$ cat config.mk
export PLATFORM = sky130hd
export DESIGN_NAME = xfer_target_gen
export DESIGN_NICKNAME = d
export VERILOG_FILES = /design/src/rtl/xfer_pkg.sv /design/src/rtl/xfer_kind_decode.sv /design/src/rtl/xfer_rel_adder.sv /design/src/rtl/xfer_target_mux.sv /design/src/rtl/xfer_target_gen.sv
export SDC_FILE = /design/constraint.sdc
export NUM_CORES = 1
export LEC_CHECK = 0
export ABC_AREA = 1
export BUFFER_PORTS_ARGS = -buffer_cell sky130_fd_sc_hd__buf_4
export CAP_MARGIN = 10
export CORE_MARGIN = 5
export CORE_UTILIZATION = 41
export DETAILED_ROUTE_END_ITERATION = 8
export PLACE_DENSITY = 0.89
export REMOVE_ABC_BUFFERS = 1
export SETUP_SLACK_MARGIN = 0.05
export SLEW_MARGIN = 40
export SYNTH_ARGS = -nofsm -noshare
export SYNTH_HDL_FRONTEND = slang
export SYNTH_SLANG_ARGS = --single-unit
$ cat constraint.sdc
create_clock -name clk -period 1.7 [get_ports clk]
set_input_delay 0.085 -clock clk [delete_from_list [all_inputs] [get_ports clk]]
set_output_delay 0.085 -clock clk [all_outputs]
set_load 0.05 [all_outputs]
$ cat src/rtl/xfer_pkg.sv
// Shared kind encoding for the control-transfer target generator.
// Assumes a 3-bit kind field coming from the decoder.
package xfer_pkg;
    typedef enum logic [2:0] {
        XK_SHORT     = 3'd0,
        XK_NEAR      = 3'd1,
        XK_FAR       = 3'd2,
        XK_REG       = 3'd3,
        XK_TBL_NEAR  = 3'd4,
        XK_TBL_FAR   = 3'd5
    } xfer_kind_e;

    // Source of the offset result
    typedef enum logic [1:0] {
        IPS_REL = 2'd0,
        IPS_IMM = 2'd1,
        IPS_REG = 2'd2,
        IPS_TBL = 2'd3
    } ip_src_e;

    // Source of the segment result
    typedef enum logic [1:0] {
        CSS_KEEP = 2'd0,
        CSS_IMM  = 2'd1,
        CSS_TBL  = 2'd2
    } cs_src_e;
endpackage

$ cat src/rtl/xfer_kind_decode.sv
// Turns the raw kind code into datapath selects.
// Assumes codes above the last defined kind are illegal and must not load.
module xfer_kind_decode
    import xfer_pkg::*;
(
    input  logic [2:0] kind,
    output logic       kind_ok,
    output logic       rel_wide,
    output ip_src_e    ip_src,
    output cs_src_e    cs_src
);
    // Map each kind to its offset/segment sources
    always_comb begin
        kind_ok  = 1'b1;
        rel_wide = 1'b0;
        ip_src   = IPS_REL;
        cs_src   = CSS_KEEP;
        case (kind)
            XK_SHORT:    begin end
            XK_NEAR:     rel_wide = 1'b1;
            XK_FAR:      begin ip_src = IPS_IMM; cs_src = CSS_IMM; end
            XK_REG:      ip_src = IPS_REG;
            XK_TBL_NEAR: ip_src = IPS_TBL;
            XK_TBL_FAR:  begin ip_src = IPS_TBL; cs_src = CSS_TBL; end
            default:     kind_ok = 1'b0;
        endcase
    end
endmodule

$ cat src/rtl/xfer_rel_adder.sv
// Relative target adder: base plus either a short sign-extended
// displacement or a full-width displacement, wrapping at IP_W bits.
// Assumes SHORT_W <= IP_W.
module xfer_rel_adder #(
    parameter int IP_W    = 16,
    parameter int SHORT_W = 8
) (
    input  logic [IP_W-1:0]    base,
    input  logic [SHORT_W-1:0] disp_short,
    input  logic [IP_W-1:0]    disp_wide,
    input  logic               wide,
    output logic [IP_W-1:0]    sum
);
    localparam int EXT_W = IP_W - SHORT_W;

    logic [IP_W-1:0] short_ext;

    // Sign-extend the short displacement when it is narrower than IP
    generate
        if (EXT_W > 0) begin : g_ext
            assign short_ext = {{EXT_W{disp_short[SHORT_W-1]}}, disp_short};
        end else begin : g_noext
            assign short_ext = disp_short;
        end
    endgenerate

    // Pick the displacement and add it modulo 2^IP_W
    always_comb begin
        sum = base + (wide ? disp_wide : short_ext);
    end
endmodule

$ cat src/rtl/xfer_target_mux.sv
// Final selection of offset and segment from the decoded sources.
// Assumes selects come from xfer_kind_decode.
module xfer_target_mux
    import xfer_pkg::*;
#(
    parameter int IP_W = 16,
    parameter int CS_W = 16
) (
    input  ip_src_e         ip_src,
    input  cs_src_e         cs_src,
    input  logic [IP_W-1:0] rel_ip,
    input  logic [IP_W-1:0] imm_ip,
    input  logic [IP_W-1:0] reg_ip,
    input  logic [IP_W-1:0] tbl_ip,
    input  logic [CS_W-1:0] keep_cs,
    input  logic [CS_W-1:0] imm_cs,
    input  logic [CS_W-1:0] tbl_cs,
    output logic [IP_W-1:0] ip_out,
    output logic [CS_W-1:0] cs_out
);
    // Offset selection
    always_comb begin
        case (ip_src)
            IPS_REL: ip_out = rel_ip;
            IPS_IMM: ip_out = imm_ip;
            IPS_REG: ip_out = reg_ip;
            default: ip_out = tbl_ip;
        endcase
    end

    // Segment selection
    always_comb begin
        case (cs_src)
            CSS_IMM: cs_out = imm_cs;
            CSS_TBL: cs_out = tbl_cs;
            default: cs_out = keep_cs;
        endcase
    end
endmodule

$ cat src/rtl/xfer_target_gen.sv
// Top of the control-transfer target generator. Computes the next
// segment and offset for a request and registers them with a load strobe.
// Assumes next_ip already includes the instruction length and that the
// table words are valid in the request cycle.
module xfer_target_gen
    import xfer_pkg::*;
#(
    parameter int IP_W    = 16,
    parameter int CS_W    = 16,
    parameter int SHORT_W = 8
) (
    input  logic                 clk,
    input  logic                 rst_n,
    input  logic                 req_valid,
    input  logic [2:0]           xfer_kind,
    input  logic [IP_W+CS_W-1:0] op_bytes,
    input  logic [IP_W-1:0]      next_ip,
    input  logic [CS_W-1:0]      cur_cs,
    input  logic [IP_W-1:0]      reg_val,
    input  logic [IP_W-1:0]      tbl_off,
    input  logic [CS_W-1:0]      tbl_seg,
    output logic [IP_W-1:0]      new_ip,
    output logic [CS_W-1:0]      new_cs,
    output logic                 load
);
    localparam int SEG_LSB = IP_W;

    logic            kind_ok;
    logic            rel_wide;
    ip_src_e         ip_src;
    cs_src_e         cs_src;
    logic [IP_W-1:0] rel_ip;
    logic [IP_W-1:0] ip_nxt;
    logic [CS_W-1:0] cs_nxt;

    xfer_kind_decode u_dec (
        .kind     (xfer_kind),
        .kind_ok  (kind_ok),
        .rel_wide (rel_wide),
        .ip_src   (ip_src),
        .cs_src   (cs_src)
    );

    xfer_rel_adder #(.IP_W(IP_W), .SHORT_W(SHORT_W)) u_add (
        .base       (next_ip),
        .disp_short (op_bytes[SHORT_W-1:0]),
        .disp_wide  (op_bytes[IP_W-1:0]),
        .wide       (rel_wide),
        .sum        (rel_ip)
    );

    xfer_target_mux #(.IP_W(IP_W), .CS_W(CS_W)) u_mux (
        .ip_src  (ip_src),
        .cs_src  (cs_src),
        .rel_ip  (rel_ip),
        .imm_ip  (op_bytes[IP_W-1:0]),
        .reg_ip  (reg_val),
        .tbl_ip  (tbl_off),
        .keep_cs (cur_cs),
        .imm_cs  (op_bytes[SEG_LSB+CS_W-1:SEG_LSB]),
        .tbl_cs  (tbl_seg),
        .ip_out  (ip_nxt),
        .cs_out  (cs_nxt)
    );

    // Result register: capture target on an accepted request, else hold
    always_ff @(posedge clk) begin
        if (!rst_n) begin
            new_ip <= '0;
            new_cs <= '0;
            load   <= 1'b0;
        end else begin
            load <= req_valid && kind_ok;
            if (req_valid && kind_ok) begin
                new_ip <= ip_nxt;
                new_cs <= cs_nxt;
            end
        end
    end
endmodule

# After elaboration in Yosys (flattened, before gate mapping)
# Cells that the tools add are included.
# Widths: inputs -> output; s select.
# word_totals
output_inout_bits	33
in_bits	118
ff_bits	33
# op_classes
n_eq_ne	9
n_reduce_logical	5
n_mux	7
addsub	1
# ops
operator	count
$pmux 16 s3	1
$pmux 16 s2	1
$add 16x16->16	1
$mux 16	1
$eq 3x2->1 const B	2
$eq 3x3->1 const B	2
$pmux 2 s3	1
$reduce_or 6->1	1
$eq 2x1->1 const B	2
$eq 2x2->1 const B	2
$pmux 2 s2	1
$eq 3x1->1 const B	1
$logic_not 3->1	1
$logic_not 2->1	1
$mux 1	2
$reduce_or 2->1	1
$logic_and 1x1->1	1

# Logic depth before layout (Yosys ltp)
# logic_depth
word_depth	5
ltp_mapped	17

# Cells and area by module
# Synthesis repeated with hierarchy kept, for this count alone.
# unflattened
cells_unflattened	613
area_unflattened_um2	3504.6
# modules_own_cells
module	seq_area_each_um2	area_each_um2	n_inst	cells_per_inst
xfer_target_gen	660.6	1353.8	1	207
xfer_rel_adder	0.0	1148.6	1	222
xfer_target_mux	0.0	922.1	1	170
xfer_kind_decode	0.0	80.1	1	14

# Worst setup path before layout
# No wires, ideal clock.
# synth_timing
kind	input -> register
startpoint	in xfer_kind[1]
endpoint	reg new_ip[13]
t_arrival_ps	1648
path_stages	16
setup_slack_ps	-83
path_cell_list	inv_2 -> nand3_1 -> nand2_1 -> o21ai_0 -> inv_1 -> ha_1 -> nand2_1 -> inv_1 -> nand2_1 -> nand2_1 -> a21oi_1 -> nand3_1 -> nand3_1 -> nand2_1 -> nand2_1 -> a21oi_2
# synth_via
elab_chain_len	5
elab_cells_between_ends	18
# synth_rtl
item	line	source
start: declaration	xfer_target_gen.sv:15	input logic [2:0] xfer_kind,
$eq 3x1->1 or $eq 3x3->1 (tied branches)	xfer_kind_decode.sv:18	case (kind)
$mux 1 or $reduce_or 2->1 (tied branches)	--	
$mux 16 or $pmux 2 s3 (tied branches)	xfer_rel_adder.sv:29, xfer_kind_decode.sv:18	
$add 16x16->16, or another cell as far along	xfer_rel_adder.sv:29	sum = base + (wide ? disp_wide : short_ext);
$pmux 16 s3	xfer_target_mux.sv:23	case (ip_src)
end signal: assignment	xfer_target_gen.sv:75	new_ip <= ip_nxt;
end: declaration	xfer_target_gen.sv:22	output logic [IP_W-1:0] new_ip,
# Parallel ways exist; a longest one is shown, timed or not.
# A chain may end at the register's enable or synchronous reset.

# Worst setup path after layout
# layout_timing
startpoint	in xfer_kind[0]
endpoint	reg new_ip[15]
# Same word-level chain as after synthesis.

==> flow_metrics.tcl <==
set metrics [dict create \
    timing.max_cap.violations 0 \
    synthSimpleGateAreaFrac_pct 34.98 \
    mean_number_of_vias_per_cell 5.548 \
    combinational_family_with_the_most_area_after_synthesis "simple AND/OR/NAND/NOR gates" \
    reg2reg_to "new_ip[3]" \
    cp-end-kind "flop" \
    dieHeight_microns 92.33 \
    run_status "finished clean" \
    place_ws_ns -0.5559 \
    yosys_top_cell_area_share_pct 23.77 \
    setup-tns-final_ns 0 \
    final_period_minus_worst_setup_slack_ns 1.597 \
    num-nets-final 763 \
    min_delay_path_depth 3 \
    worstSkewPairLatency_ns 0.28 \
    synth_compound_gate_area_share_pct 22.56 \
    dr_total_vias 3928 \
    r2r-start "new_ip[3]" \
    worst_setup_path_start_kind "primary input" \
    layout_setup_ws_ns 0.1028 \
    avgSynthCellArea_sq_um 6.015 \
    worstHoldPathType "primary input to flop" \
    proportion_of_layout_cells_with_a_drive_suffix_above_1_pct 39.33 \
    critPathMaxStageDelay_ns 0.31 \
    cts.clk_slew.worst_paths_ns 0.07 \
    routabilityCongestion 1.029 \
    totalWireLength_microns 11700 \
    vias_in_the_first_global_route 3809 \
    tritoncts.num_buffers 5 \
    clkSinkCount 33 \
    cts_tree "built" \
    dp_hpwl_microns 8762 \
    holdBufCountCts 0 \
    synth_most_common_cell "sky130_fd_sc_hd__nand2_1" \
    global_route.overflow_total 0 \
    ys_top_cells_by_area "sky130_fd_sc_hd__dfxtp_1 (24%), sky130_fd_sc_hd__nand2_1 (22%), sky130_fd_sc_hd__inv_1 (7.4%), sky130_fd_sc_hd__ha_1 (6.8%), sky130_fd_sc_hd__o21ai_0 (5.6%)" \
    final-max-slew-violation-count 0 \
    postRouteAntennaNets 0 \
    grt_pass1_wl_microns 17680 \
    drt_drc_violations_left 0 \
    pwr_density_cell_nw_per_um2 641.7 \
    area_delta_synth_final_pct 61.01 \
    first_pass_iters 5 \
    synthMuxAreaShare_pct 0 \
    synthCells 462 \
    critical_path_class "primary input to flop" \
    synth_enable_flop_cells 0 \
    netlist_area_sq_um 2779 \
    cts-root-buf "sky130_fd_sc_hd__clkbuf_8" \
    hold_viol 0 \
    slack_of_the_worst_reg_to_reg_path_ns 0.95 \
    wl_per_cell_microns 16.52 \
    worst-r2r-cell-count 3 \
    filler_cell_count 581 \
    critical_path.endpoint "new_ip[15]" \
    ys_ff_latch 33 \
    max_slew_margin_pct 61.34 \
    power.static_leakage_nw 2.313 \
    dominantRegCellSynth "sky130_fd_sc_hd__dfxtp_1" \
    die_x_microns 92.33 \
    holdCritStartpoint "cur_cs[7]" \
    ir_drop_v 0.0005248 \
    post-synth-top-area-cell "sky130_fd_sc_hd__dfxtp_1" \
    finalClockSkew_ns 0 \
    worstPathCellList "buf_4 -> nand3_4 -> nand2_4 -> o21ai_1 -> inv_1 -> ha_4 -> nand2_4 -> buf_4 -> nor2_1 -> a21oi_2 -> nand3_1 -> nand3_2 -> nand2_1 -> nand2_1 -> a21oi_1" \
    timing.critical_path.fanout_max 8 \
    diodes 0 \
    yosys.area_share.adder_pct 7.474 \
    first_iter_violations 262 \
    count_of_h_tree_levels_built_during_cts 2 \
    achievable-frequency_mhz 626.1 \
    crit_arrival_ns 1.81 \
    final_setup_viols 0 \
    core.rowCount 30 \
    initial_antenna_violation_count 0 \
    synthTopCellsByCount "sky130_fd_sc_hd__nand2_1 (163), sky130_fd_sc_hd__inv_1 (55), sky130_fd_sc_hd__dfxtp_1 (33), sky130_fd_sc_hd__nor2_1 (33), sky130_fd_sc_hd__o21ai_0 (31)" \
    ios 151 \
    startpoint "xfer_kind[0]" \
    yosys.area_share.xor_xnor_pct 0 \
    min_period_over_period_pct 93.96 \
    groute.usage.overall_pct 25.36 \
    netlist-cell-type-count 29 \
    ys_async_sr_fraction_pct 0 \
    synth_seq_area_share_pct 23.77 \
    worst-slew-pin-transition_ns 0.5792 \
    grt_start_max_net_pins 30 \
    ys.warnings.count 0 \
    floorplan.initialDensity_pct 41.59 \
    max-clock-path-buffers 2 \
    design.core.area_sq_um 6681 \
    timing.critical_path.slowest_stage_cell "sky130_fd_sc_hd__ha_4" \
    floorplan.die_area_sq_um 8524 \
    grt_setup_unrepaired "true" \
    buffer_ports.inserted 150 \
    worstPathRequired_ns 1.92 \
]
==> state kept, by name, summed over array words and instances (netlist names) <==
signal,flops
new_cs,16
new_ip,16
load,1
==> worst max-delay path: cells and delay by family <==
kind / cells / cell delay, ns
AOI/OAI and AO/OA: 3 / 0.29
adders and majority gates: 1 / 0.31
buffers and inverters: 3 / 0.37
and+or+nand+nor: 8 / 0.76
==> worst min-delay path by stage <==
| stage | slack, ns | endpoint |
|---|---|---|
| 2_1_floorplan | 0.22 | new_cs[10] |
| 3_3_place_gp | 0.35 | new_cs[2] |
| 3_5_place_dp | 0.35 | new_cs[7] |
| 4_1_cts | 0.05 | new_cs[7] |
| 5_1_grt | 0.05 | new_cs[7] |
| 6_report | 0.05 | new_cs[7] |
==> placed cells by master, fill, tap and decap left out, types with 3 or more instances in the layout <==
master,n
sky130_fd_sc_hd__buf_4,174
sky130_fd_sc_hd__inv_1,48
sky130_fd_sc_hd__a21oi_2,7
sky130_fd_sc_hd__o21ai_1,4
sky130_fd_sc_hd__o21ai_2,4
sky130_fd_sc_hd__nand3_2,3
sky130_fd_sc_hd__nand2_2,16
sky130_fd_sc_hd__dfxtp_1,33
sky130_fd_sc_hd__o21ai_0,24
sky130_fd_sc_hd__a41oi_1,8
sky130_fd_sc_hd__a41o_1,3
sky130_fd_sc_hd__nand2_1,144
sky130_fd_sc_hd__clkbuf_8,5
sky130_fd_sc_hd__nand3_1,21
sky130_fd_sc_hd__nand2_4,4
sky130_fd_sc_hd__a221oi_1,17
sky130_fd_sc_hd__nor2_1,32
sky130_fd_sc_hd__a21oi_1,26
sky130_fd_sc_hd__inv_2,10
sky130_fd_sc_hd__ha_1,8
sky130_fd_sc_hd__nand4_1,5
sky130_fd_sc_hd__nand3b_1,4
sky130_fd_sc_hd__ha_4,7
sky130_fd_sc_hd__nor3_2,3
==> timing repair <==
action	in CTS	in global routing
endpoints found under the hold margin	0	0
pin swaps	0	21
setup endpoints to repair	7	7
buffers inserted	0	1
cloned	0	1
resized for setup	11	58
==> cell families after synthesis <==
| kind of cell | Yosys count |
|---|---|
| buffers and inverters | 79 |
| AO/OA/AOI/OAI | 98 |
| adder cells (fa/ha/maj) | 16 |
| flip-flops | 33 |
| AND/OR/NAND/NOR | 236 |
==> cell type report <==
cell class,count,area [sq um],area share (%)
clock buffers,5,68.82,1.538
clock inverters,1,5.005,0.1119
inverters,61,244.0,5.453
multi-input cells,351,2043,45.67
flip-flops and latches,33,660.6,14.77
well taps,80,100.1,2.237
repair buffers,177,1353,30.23
==> metal layers <==
metal	up-vias	part of all wire, %	global-route usage (%)
met3	53	8.8	6.174
met5	-	0	0
met4	0	3.9	8.787
met2	226	49	42.54
li1	1870	-	-
met1	1779	39	31.63
==> where the power goes <==
part,internal [mW],total [mW],switching (mW)
combinational,0.602,1.43,0.831
sequential,0.837,0.873,0.0358
clock,0.270,0.565,0.296
total,1.71,2.87,1.16
==> per-stage QoR <==
stage	area (sq um)	utilization [%]	instances	total power [mW]	hold WS (ns)
finish	4474	66.97	708	2.871	0.04960
global route	4474	66.97	708	3.023	0.05475
CTS	4275	63.99	706	2.739	0.05042
detailed placement	4130	61.82	700	2.157	0.3537
global placement	4130	61.82	700	2.130	0.3514
floorplan	2696	-	444	1.607	0.2234
Note: power is estimated with default switching activity, not from simulation.
